$ cat src/rtl/touch_pkg.sv
package touch_pkg;

    // Scan sequencer states
    typedef enum logic [1:0] {
        ST_IDLE   = 2'd0,
        ST_SETTLE = 2'd1,
        ST_MEAS   = 2'd2,
        ST_FINISH = 2'd3
    } scan_state_e;

    // Evaluation controls carried together to the wake evaluator
    typedef struct packed {
        logic cmp_above;
        logic single_set;
    } eval_mode_t;

    // True when a phase counter value has reached a programmed length
    // (a length of zero behaves as one)
    function automatic logic phase_done(input logic [31:0] ph, input logic [31:0] len);
        return (ph + 32'd1) >= len;
    endfunction

endpackage

$ cat src/rtl/touch_launch_timer.sv
module touch_launch_timer #(
    parameter int SLEEP_W = 16
) (
    input  logic               clk,
    input  logic               rst,
    input  logic               run,
    input  logic [SLEEP_W-1:0] sleep_cycles,
    output logic               expire
);
    import touch_pkg::*;

    logic [SLEEP_W-1:0] tmr_q;

    assign expire = run && phase_done(32'(tmr_q), 32'(sleep_cycles));

    always_ff @(posedge clk) begin
        if (rst || !run || expire) tmr_q <= '0;
        else                       tmr_q <= tmr_q + 1'b1;
    end

endmodule

$ cat src/rtl/touch_pulse_counter.sv
module touch_pulse_counter #(
    parameter int CNT_W = 16
) (
    input  logic             clk,
    input  logic             rst,
    input  logic             clr,
    input  logic             inc,
    output logic [CNT_W-1:0] acc_next
);
    logic [CNT_W-1:0] acc_q;

    always_comb begin
        acc_next = acc_q;
        if (inc && acc_q != '1) acc_next = acc_q + 1'b1;
    end

    always_ff @(posedge clk) begin
        if (rst || clr) acc_q <= '0;
        else            acc_q <= acc_next;
    end

    p_no_wrap_r7: assert property (@(posedge clk) disable iff (rst)
        (acc_q == '1 && inc && !clr) |=> (acc_q == '1));

endmodule

$ cat src/rtl/touch_wake_eval.sv
module touch_wake_eval #(
    parameter int NPADS = 10,
    parameter int CNT_W = 16
) (
    input  logic [NPADS-1:0][CNT_W-1:0] counts,
    input  logic [NPADS-1:0][CNT_W-1:0] thresholds,
    input  logic [NPADS-1:0]            work_set,
    input  logic [NPADS-1:0]            set1_mask,
    input  logic [NPADS-1:0]            set2_mask,
    input  touch_pkg::eval_mode_t       mode,
    output logic [NPADS-1:0]            hit,
    output logic                        wake
);
    genvar g;
    generate
        for (g = 0; g < NPADS; g++) begin : g_cmp
            logic over, under;
            assign over   = counts[g] > thresholds[g];
            assign under  = counts[g] < thresholds[g];
            assign hit[g] = work_set[g] && (mode.cmp_above ? over : under);
        end
    endgenerate

    logic s1_hit, s2_hit;
    assign s1_hit = |(hit & set1_mask);
    assign s2_hit = |(hit & set2_mask);
    assign wake   = s1_hit && (mode.single_set || s2_hit);

endmodule

$ cat src/rtl/touch_wake_ctrl.sv
module touch_wake_ctrl #(
    parameter int NPADS   = 10,
    parameter int CNT_W   = 16,
    parameter int WAIT_W  = 8,
    parameter int WIN_W   = 16,
    parameter int SLEEP_W = 16,
    localparam int IDX_W  = $clog2(NPADS),
    localparam int PH_W   = (WIN_W > WAIT_W) ? WIN_W : WAIT_W
) (
    input  logic                   clk,
    input  logic                   rst,
    input  logic                   cfg_force_sw,
    input  logic                   sw_start,
    input  logic [SLEEP_W-1:0]     sleep_cycles,
    input  logic [WAIT_W-1:0]      xpd_wait,
    input  logic [WIN_W-1:0]       meas_window,
    input  logic [NPADS-1:0]       work_set,
    input  logic [NPADS-1:0]       set1_mask,
    input  logic [NPADS-1:0]       set2_mask,
    input  logic                   single_set,
    input  logic                   cmp_above,
    input  logic [NPADS*CNT_W-1:0] thresh,
    input  logic                   fsm_en,
    input  logic                   reg_xpd,
    input  logic                   reg_start,
    input  logic                   clr_touched,
    input  logic                   osc_edge,
    output logic [IDX_W-1:0]       pad_sel,
    output logic                   touch_xpd,
    output logic                   touch_start,
    output logic [NPADS*CNT_W-1:0] meas_count,
    output logic [NPADS-1:0]       touched,
    output logic                   scan_done,
    output logic                   wake_irq
);
    import touch_pkg::*;

    scan_state_e st_q;
    logic [IDX_W-1:0] cur_q;
    logic [PH_W-1:0]  ph_q;
    logic [NPADS-1:0][CNT_W-1:0] cnt_q;
    logic [NPADS-1:0] touched_q;
    logic done_q, wake_q;

    // Idle timer launch source
    logic tmr_expire, launch;
    touch_launch_timer #(.SLEEP_W(SLEEP_W)) u_timer (
        .clk(clk), .rst(rst),
        .run(st_q == ST_IDLE && !cfg_force_sw),
        .sleep_cycles(sleep_cycles),
        .expire(tmr_expire)
    );
    assign launch = cfg_force_sw ? sw_start : tmr_expire;

    // Oscillator pulse accumulator for the pad under measurement
    logic [CNT_W-1:0] acc_next;
    touch_pulse_counter #(.CNT_W(CNT_W)) u_count (
        .clk(clk), .rst(rst),
        .clr(st_q != ST_MEAS),
        .inc(st_q == ST_MEAS && osc_edge),
        .acc_next(acc_next)
    );

    // Threshold comparison and wake decision
    logic [NPADS-1:0] hit;
    logic wake;
    eval_mode_t mode;
    assign mode = '{cmp_above: cmp_above, single_set: single_set};
    touch_wake_eval #(.NPADS(NPADS), .CNT_W(CNT_W)) u_eval (
        .counts(cnt_q), .thresholds(thresh), .work_set(work_set),
        .set1_mask(set1_mask), .set2_mask(set2_mask), .mode(mode),
        .hit(hit), .wake(wake)
    );

    // Lowest working pad, and lowest working pad above the current one
    logic first_found, next_found;
    logic [IDX_W-1:0] first_idx, next_idx;
    always_comb begin
        first_found = 1'b0; first_idx = '0;
        next_found  = 1'b0; next_idx  = '0;
        for (int i = NPADS - 1; i >= 0; i--) begin
            if (work_set[i]) begin
                first_found = 1'b1; first_idx = IDX_W'(i);
            end
            if (work_set[i] && i > int'(cur_q)) begin
                next_found = 1'b1; next_idx = IDX_W'(i);
            end
        end
    end

    logic settle_end, meas_end;
    assign settle_end = phase_done(32'(ph_q), 32'(xpd_wait));
    assign meas_end   = phase_done(32'(ph_q), 32'(meas_window));

    always_ff @(posedge clk) begin
        if (rst) begin
            st_q      <= ST_IDLE;
            cur_q     <= '0;
            ph_q      <= '0;
            cnt_q     <= '0;
            touched_q <= '0;
            done_q    <= 1'b0;
            wake_q    <= 1'b0;
        end else begin
            wake_q <= 1'b0;
            if (clr_touched) touched_q <= '0;
            case (st_q)
                ST_IDLE: if (launch) begin
                    done_q <= 1'b0;
                    ph_q   <= '0;
                    cur_q  <= first_idx;
                    st_q   <= first_found ? ST_SETTLE : ST_FINISH;
                end
                ST_SETTLE: begin
                    if (settle_end) begin
                        st_q <= ST_MEAS;
                        ph_q <= '0;
                    end else ph_q <= ph_q + 1'b1;
                end
                ST_MEAS: begin
                    if (meas_end) begin
                        cnt_q[cur_q] <= acc_next;
                        ph_q <= '0;
                        if (next_found) begin
                            cur_q <= next_idx;
                            st_q  <= ST_SETTLE;
                        end else st_q <= ST_FINISH;
                    end else ph_q <= ph_q + 1'b1;
                end
                default: begin
                    touched_q <= hit;
                    done_q    <= 1'b1;
                    wake_q    <= wake;
                    st_q      <= ST_IDLE;
                end
            endcase
        end
    end

    assign pad_sel     = cur_q;
    assign touch_xpd   = fsm_en ? (st_q == ST_SETTLE || st_q == ST_MEAS) : reg_xpd;
    assign touch_start = fsm_en ? (st_q == ST_MEAS) : reg_start;
    assign meas_count  = cnt_q;
    assign touched     = touched_q;
    assign scan_done   = done_q;
    assign wake_irq    = wake_q;

    p_start_needs_xpd_r5: assert property (@(posedge clk) disable iff (rst)
        (fsm_en && touch_start) |-> touch_xpd);
    p_sw_ignored_r3: assert property (@(posedge clk) disable iff (rst)
        (st_q == ST_IDLE && !cfg_force_sw && !tmr_expire) |=> (st_q == ST_IDLE));
    p_ascending_r6: assert property (@(posedge clk) disable iff (rst)
        (st_q == ST_SETTLE && $past(st_q) == ST_MEAS) |-> (cur_q > $past(cur_q)));
    p_wake_pulse_r10: assert property (@(posedge clk) disable iff (rst)
        wake_irq |=> !wake_irq);
    p_clear_r13: assert property (@(posedge clk) disable iff (rst)
        (clr_touched && st_q != ST_FINISH) |=> (touched == '0));
    p_done_at_end_r12: assert property (@(posedge clk) disable iff (rst)
        $rose(scan_done) |-> ($past(st_q) == ST_FINISH));

endmodule

$ cat config.mk
export PLATFORM = sky130hd
export DESIGN_NAME = touch_wake_ctrl
export DESIGN_NICKNAME = d
export VERILOG_FILES = /design/src/rtl/touch_pkg.sv /design/src/rtl/touch_launch_timer.sv /design/src/rtl/touch_pulse_counter.sv /design/src/rtl/touch_wake_eval.sv /design/src/rtl/touch_wake_ctrl.sv
export SDC_FILE = /design/constraint.sdc
export NUM_CORES = 1
export LEC_CHECK = 0
export ABC_AREA = 1
export CAP_MARGIN = 20
export CORE_MARGIN = 8
export CORE_UTILIZATION = 43
export DETAILED_ROUTE_END_ITERATION = 16
export PLACE_DENSITY = 0.73
export SYNTH_ARGS = -nofsm -noshare
export SYNTH_HDL_FRONTEND = slang
export SYNTH_SLANG_ARGS = --single-unit
$ cat constraint.sdc
create_clock -name clk -period 4.05 [get_ports clk]
set_input_delay 0.81 -clock clk [delete_from_list [all_inputs] [get_ports clk]]
set_output_delay 0.81 -clock clk [all_outputs]
set_load 0.005 [all_outputs]
After elaboration in Yosys (flattened, before gate mapping) --
Cells that the tools add are included.
Cells by class: add/subtract/negate cells 5, magnitude comparators 34, eq/ne operators 9, multiplexer cells 73, bitwise logic cells 3, reduce and logical (&&, ||, !) cells 45
Operators with widths (count):
- $bwmux 160 | 1
- $gt 16x16->1 | 10
- $lt 16x16->1 | 10
- $mux 4 | 22
- $mux 16 | 5
- $demux 16 s4 | 1
- $add 16x1->16 const B | 3
- $pmux 16 s3 | 1
- $add 16x1->17 const B | 2
- $mux 1 | 33
- $ge 32x16->1 | 1
- $ge 32x8->1 | 1
- $logic_and 1x1->1 | 25
- $and 10x10->10 | 2
- $mux 10 | 2
- $reduce_or 10->1 | 2
- $ge 17x16->1 | 1
- $gt 3x4->1 const A | 4
- $ne 16x16->1 const B | 1
- $mux 2 | 5
- $ne 2x2->1 const B | 5
- $gt 2x4->1 const A | 2
- $gt 4x4->1 const A | 2
- $pmux 4 s2 | 1
- 20 further kinds | 27
Storage, ports and cells: flip-flop bits (word level) 226, bits of input ports 241, output and inout port bits 178, logic and storage cells 187

Logic depth before layout (Yosys ltp) --
depth after elaboration 14, gate-level depth with buffers 26, depth with buffers taken out 25

By module --
A second synthesis with hierarchy kept.
Second synthesis, totals: cells, all modules 2358, area, all modules 16002.8 um2
By module, submodules not included:
- touch_wake_ctrl | instances 1, cells an instance 1212, area each 8973.6 um2, sequential area each 3883.7 um2
- touch_wake_eval | instances 1, cells an instance 766, area each 4610.7 um2, sequential area each 0.0 um2
- touch_launch_timer | instances 1, cells an instance 203, area each 1340.0 um2, sequential area each 320.3 um2
- touch_pulse_counter | instances 1, cells an instance 177, area each 1078.5 um2, sequential area each 320.3 um2

Least setup slack after synthesis --
Ideal clock, no wire load.
kind reg2reg, start register u_timer.tmr_q[0], end register ph_q[10], setup time 70 ps, data arrival time 3006 ps, required time 3980 ps, path slack 974 ps, cell stages (with the launch flop) 24, buffers on the path 1, clock period less this slack 3076 ps, cells stage by stage dfxtp_1 > nand3_1 > nor2_1 > nand2_1 > nor2_1 > nand2_1 > nor2_1 > nand4_1 > nor3_1 > xnor2_1 > inv_1 > ha_1 > nand2_1 > inv_1 > nor3_1 > o211ai_1 > inv_1 > nand3_1 > nand2_1 > inv_1 > nand2_2 > clkbuf_1 > nand2_1 > a21oi_1
On the way: word-level cells in the longest chain between the ends 6
RTL lines:
- from (decl) | RTL line touch_launch_timer.sv:12 | logic [SLEEP_W-1:0] tmr_q;
- from (signal assigned) | RTL line touch_launch_timer.sv:18 | else tmr_q <= tmr_q + 1'b1;
- $add 16x1->17 | RTL line touch_pkg.sv:20 | return (ph + 32'd1) >= len;
- $ge 32x16->1 | RTL line touch_pkg.sv:20
- $logic_and 1x1->1 | RTL line touch_launch_timer.sv:14 | assign expire = run && phase_done(32'(tmr_q), 32'(sleep_cycles));
- $mux 1 | RTL line touch_wake_ctrl.sv:53 | assign launch = cfg_force_sw ? sw_start : tmr_expire;
- $ne 2x2->1 (no source line)
- $reduce_and 2->1 (no source line)
- to (signal assigned) | RTL line touch_wake_ctrl.sv:118 | end else ph_q <= ph_q + 1'b1;
- to (signal assigned) | RTL line touch_wake_ctrl.sv:128 | end else ph_q <= ph_q + 1'b1;
- to (decl) | RTL line touch_wake_ctrl.sv:40 | logic [PH_W-1:0] ph_q;
Every way passes these cells. A chain may end at the register's enable or synchronous reset.

Worst setup path after layout --
start register ph_q[0], end register cnt_q, in the netlist meas_count[74]
On the way: word-level cells in the longest chain between the ends 3
RTL lines:
- $add 16x1->17 | RTL line touch_pkg.sv:20
- $ge 17x16->1 | RTL line touch_pkg.sv:20
- $reduce_and 2->1 (no source line)
- to (signal, indexed assignment) | RTL line touch_wake_ctrl.sv:122 | cnt_q[cur_q] <= acc_next;
- to (decl) | RTL line touch_wake_ctrl.sv:41 | logic [NPADS-1:0][CNT_W-1:0] cnt_q;
Every way passes these cells.

==> load_flow_metrics.sql <==
INSERT INTO impl_metrics (metric_group, metric, value, unit) VALUES
('pwr', 'power.leakage', '0.009727', 'uW'),
('timing', 'timing.final.setup_violations', '0', ''),
('die', 'placeableCoreArea', '35400', 'sq um'),
('die', 'floorplan.initialDensity', '0.4340', ''),
('clock_tree', 'ctsHtreeMaxLevel', '1', ''),
('logic_synthesis', 'post_synth_top_flop', 'sky130_fd_sc_hd__dfxtp_1', ''),
('logic_synthesis', 'yosys_register_bits', '226', ''),
('die', 'die_width', '205.0', 'um'),
('grt', 'grt_first_pass_wirelength', '88440', 'um'),
('logic_synthesis', 'number_of_synthesized_flops_with_an_enable_pin', '0', ''),
('setup_path', 'critPathArrivalTime', '4.17', 'ns'),
('setup_path', 'required', '4.51', 'ns'),
('die', 'io_pins', '419', ''),
('timing', 'slew-limit-headroom', '0.3069', ''),
('finish', 'flow.area_growth_from_synthesis', '36.48', '%'),
('worst_hold_path', 'hold_path.class', 'flop to flop', ''),
('clock_tree', 'cts.sinks', '226', ''),
('grt', 'globalRouteTotalUtil', '0.2641', ''),
('routing', 'drtAntennaViolNets', '0', ''),
('placement', 'buffer_ports.inserted', '418', ''),
('clock_tree', 'cts_tree', 'built', ''),
('timing', 'tightest_slew', '1.040', 'ns'),
('clock_tree', 'clock_buffer_depth', '3', ''),
('clock_tree', 'cts.reportedPaths.clkPinSlew', '0.06', 'ns'),
('pwr', 'irDropWorstVdd', '341.8', 'uV'),
('logic_synthesis', 'ys_top_cells_by_area', 'sky130_fd_sc_hd__dfxtp_1 29%, sky130_fd_sc_hd__ha_1 17%, sky130_fd_sc_hd__nand2_1 14%', ''),
('routing', 'detail_route.first_pass.iterations', '7', ''),
('logic_synthesis', 'synth_largest_area_cell', 'sky130_fd_sc_hd__dfxtp_1', ''),
('routing', 'post_drt_wl_per_cell', '18.14', 'um'),
('finish', 'design.final.nets', '3157', ''),
('grt', 'grt_overflow', '0', ''),
('timing', 'timing.final.crit_share', '0.9145', ''),
('logic_synthesis', 'mappedNetlistNets', '2751', ''),
('logic_synthesis', 'post_synth.cell_area_avg', '6.670', 'sq um'),
('grt', 'grt_pass1_vias', '16097', ''),
('setup_path', 'critPathCaptureType', 'flop', ''),
('clock_tree', 'cts_inserted_buffers', '26', ''),
('routing', 'drt-total-wl', '57920', 'um'),
('die', 'num_rows', '69', ''),
('clock_tree', 'cts-root-buf', 'sky130_fd_sc_hd__clkbuf_16', ''),
('routing', 'detailed_route_via_count', '16504', ''),
('timing', 'slew_violations', '0', ''),
('timing', 'min_period', '3.704', 'ns'),
('logic_synthesis', 'synth_largest_type_area_fraction', '0.2945', ''),
('logic_synthesis', 'asyncSetResetFlopFracSynth', '0', ''),
('finish', 'fraction_of_layout_instances_using_a_drive_strength_above_1', '0.04400', ''),
('routing', 'vias_per_cell', '5.169', ''),
('placement', 'place.detailed.hpwl', '45580', 'um'),
('clock_tree', 'hold_buffers', '0', ''),
('finish', 'count_of_fill_cells_added_during_filler_insertion', '3298', ''),
('finish', 'post-route-cell-area', '20970', 'sq um'),
('setup_path', 'timing_worst_setup_path_type', 'flop to flop', ''),
('grt', 'grt_start_max_net_pins', '95', ''),
('die', 'floorplan.die.height', '205.0', 'um'),
('routing', 'drt_iter0_markers', '1130', ''),
('logic_synthesis', 'synth.cell_area', '15360', 'sq um'),
('logic_synthesis', 'yosys_warnings', '0', ''),
('clock_tree', 'cts_setup_buffers', '0', ''),
('logic_synthesis', 'synth_cell_type_count', '38', ''),
('timing', 'maxClockFrequency', '0.2700', 'GHz'),
('timing', 'final-hold-violation-count', '0', ''),
('die', 'floorplan.die_area', '42030', 'sq um'),
('setup_path', 'critical_path.startpoint_type', 'flop', ''),
('finish', 'mostFrequentLayoutCell', 'sky130_fd_sc_hd__nand2_1', ''),
('routing', 'drcViolationCount', '0', ''),
('run', 'max_cap_viol_count', '0', ''),
('logic_synthesis', 'postSynthCellCount', '2303', ''),
('run_status', 'run_status', 'finished clean', ''),
('timing', 'finClkSkew', '0.02247', 'ns'),
('placement', 'placement.cell_area', '20100', 'sq um'),
('finish', 'most-common-layout-cells', '555 x sky130_fd_sc_hd__nand2_1, 417 x sky130_fd_sc_hd__clkdlybuf4s50_1, 384 x sky130_fd_sc_hd__inv_1, 261 x sky130_fd_sc_hd__a21oi_1, 226 x sky130_fd_sc_hd__dfxtp_1', ''),
('clock_tree', 'clk_latency', '0.54', 'ns'),
('timing', 'hold-worst-slack', '0.4692', 'ns'),
('grt', 'antenna_violations_before_repair', '5', ''),
('setup_path', 'worst-path-max-fanout', '23', ''),
('pwr', 'p_per_area', '295.5', 'nW/um^2'),
('logic_synthesis', 'seq_area_frac_synth', '0.2945', ''),
('placement', 'routabilityCongestion', '0.9296', ''),
('timing', 'rsz0062_at_grt', 'yes', '');
metrics by stage:
stage          setup TNS [ns]  cells    util  worst slack (ns)  total power, uW
2_1_floorplan               0   2303       -            0.9736             3229
3_3_place_gp                0   3141  0.5678            0.4176             3893
3_5_place_dp                0   3141  0.5678            0.3273             3914
4_1_cts                     0   3187  0.5915            0.3509             6198
5_1_grt                -2.037   3192  0.5922           -0.1428             6496
6_report                    0   3193  0.5923            0.3465             6196
timing repair:
action | CTS | global route
resized for setup | 0 | 2
setup endpoints to repair | 0 | 53
endpoints found under the hold margin | 0 | 0
cell type report:
cell class	instances	area, sq um	area share
clock buffer	42	800.8	0.03820
tap	461	576.8	0.02751
multi-input combinational	1604	9042	0.4313
clock inverter	4	37.54	0.001790
antenna	5	12.51	0.0005968
timing repair buffer	458	4494	0.2144
sequential	226	4524	0.2158
inverter	393	1476	0.07042
cell families (layout without fill, tap and decap cells):
family | Yosys count | after routing | synth area share
AND/OR/NAND/NOR | 1029 | 1029 | 0.2833
buffers and inverters | 473 | 897 | 0.1219
AO/OA/AOI/OAI | 339 | 339 | 0.1151
flip-flops | 226 | 226 | 0.2945
adder cells (fa/ha/maj) | 207 | 207 | 0.1686
XOR/XNOR | 29 | 29 | 0.01654
other | 0 | 5 | 0
worst max-delay path, cell delays in order, from the launching register on:
cell                       delay [ns]
sky130_fd_sc_hd__dfxtp_1         0.38
sky130_fd_sc_hd__ha_1            0.23
sky130_fd_sc_hd__nand3_2         0.13
sky130_fd_sc_hd__nor3_1          0.22
sky130_fd_sc_hd__inv_1           0.10
sky130_fd_sc_hd__xor2_1          0.29
sky130_fd_sc_hd__ha_1            0.31
sky130_fd_sc_hd__nand2_1         0.08
sky130_fd_sc_hd__a21oi_1         0.05
sky130_fd_sc_hd__nand3b_1        0.15
sky130_fd_sc_hd__nand2_1         0.07
sky130_fd_sc_hd__nand2_1         0.05
sky130_fd_sc_hd__nand2_1         0.05
sky130_fd_sc_hd__nand2_1         0.04
sky130_fd_sc_hd__nand2_1         0.11
sky130_fd_sc_hd__nand2_4         0.17
sky130_fd_sc_hd__nand2_4         0.11
sky130_fd_sc_hd__clkinv_2        0.28
sky130_fd_sc_hd__nand2_1         0.51
sky130_fd_sc_hd__nand2_1         0.12
sky130_fd_sc_hd__a21oi_1         0.15
metal layers:
layer | global-route usage | vias up | wire length [um] | part of all wire
met5 | 0 | - | 13 | 0.00022
li1 | - | 8209 | - | -
met2 | 0.4519 | 621 | 27110 | 0.47
met4 | 0.08935 | 2 | 1996 | 0.034
met3 | 0.04760 | 129 | 4436 | 0.077
met1 | 0.3300 | 7543 | 24370 | 0.42
state kept, by name, summed over array words and instances (netlist names), 2 cells and up:
| signal | count |
|---|---|
| u_timer.tmr_q | 16 |
| ph_q | 16 |
| meas_count | 160 |
| u_count.acc_q | 16 |
| pad_sel | 4 |
| st_q | 2 |
| touched | 10 |
synthesized netlist by cell type (5+ instances only):
library cell	count
sky130_fd_sc_hd__nand3_2	5
sky130_fd_sc_hd__inv_1	384
sky130_fd_sc_hd__buf_2	26
sky130_fd_sc_hd__clkbuf_1	42
sky130_fd_sc_hd__nand3_1	166
sky130_fd_sc_hd__a21o_1	6
sky130_fd_sc_hd__nor2_1	198
sky130_fd_sc_hd__o21a_1	6
sky130_fd_sc_hd__nand2_1	555
sky130_fd_sc_hd__dfxtp_1	226
sky130_fd_sc_hd__nor3_1	28
sky130_fd_sc_hd__nand4_1	60
sky130_fd_sc_hd__o21bai_1	5
sky130_fd_sc_hd__o21ai_0	43
sky130_fd_sc_hd__inv_2	6
sky130_fd_sc_hd__ha_1	207
sky130_fd_sc_hd__o21ai_1	7
sky130_fd_sc_hd__a21oi_1	261
sky130_fd_sc_hd__xor2_1	26
sky130_fd_sc_hd__buf_6	7
final timing paths:
check	from	end	slack [ns]	depth (start not counted)
max	ph_q[0]	meas_count[74]	0.35	20
min	touched[0]	touched[0]	0.47	2
min reg2reg	touched[0]	touched[0]	0.47	2
max reg2reg	ph_q[0]	meas_count[74]	0.35	20
report_power, final:
group | internal (uW) | switching [uW]
Clock | 1350 | 958
Sequential | 2270 | 49.1
Combinational | 578 | 993
Total | 4190 | 2000
Note: power is estimated with default switching activity, not from simulation.
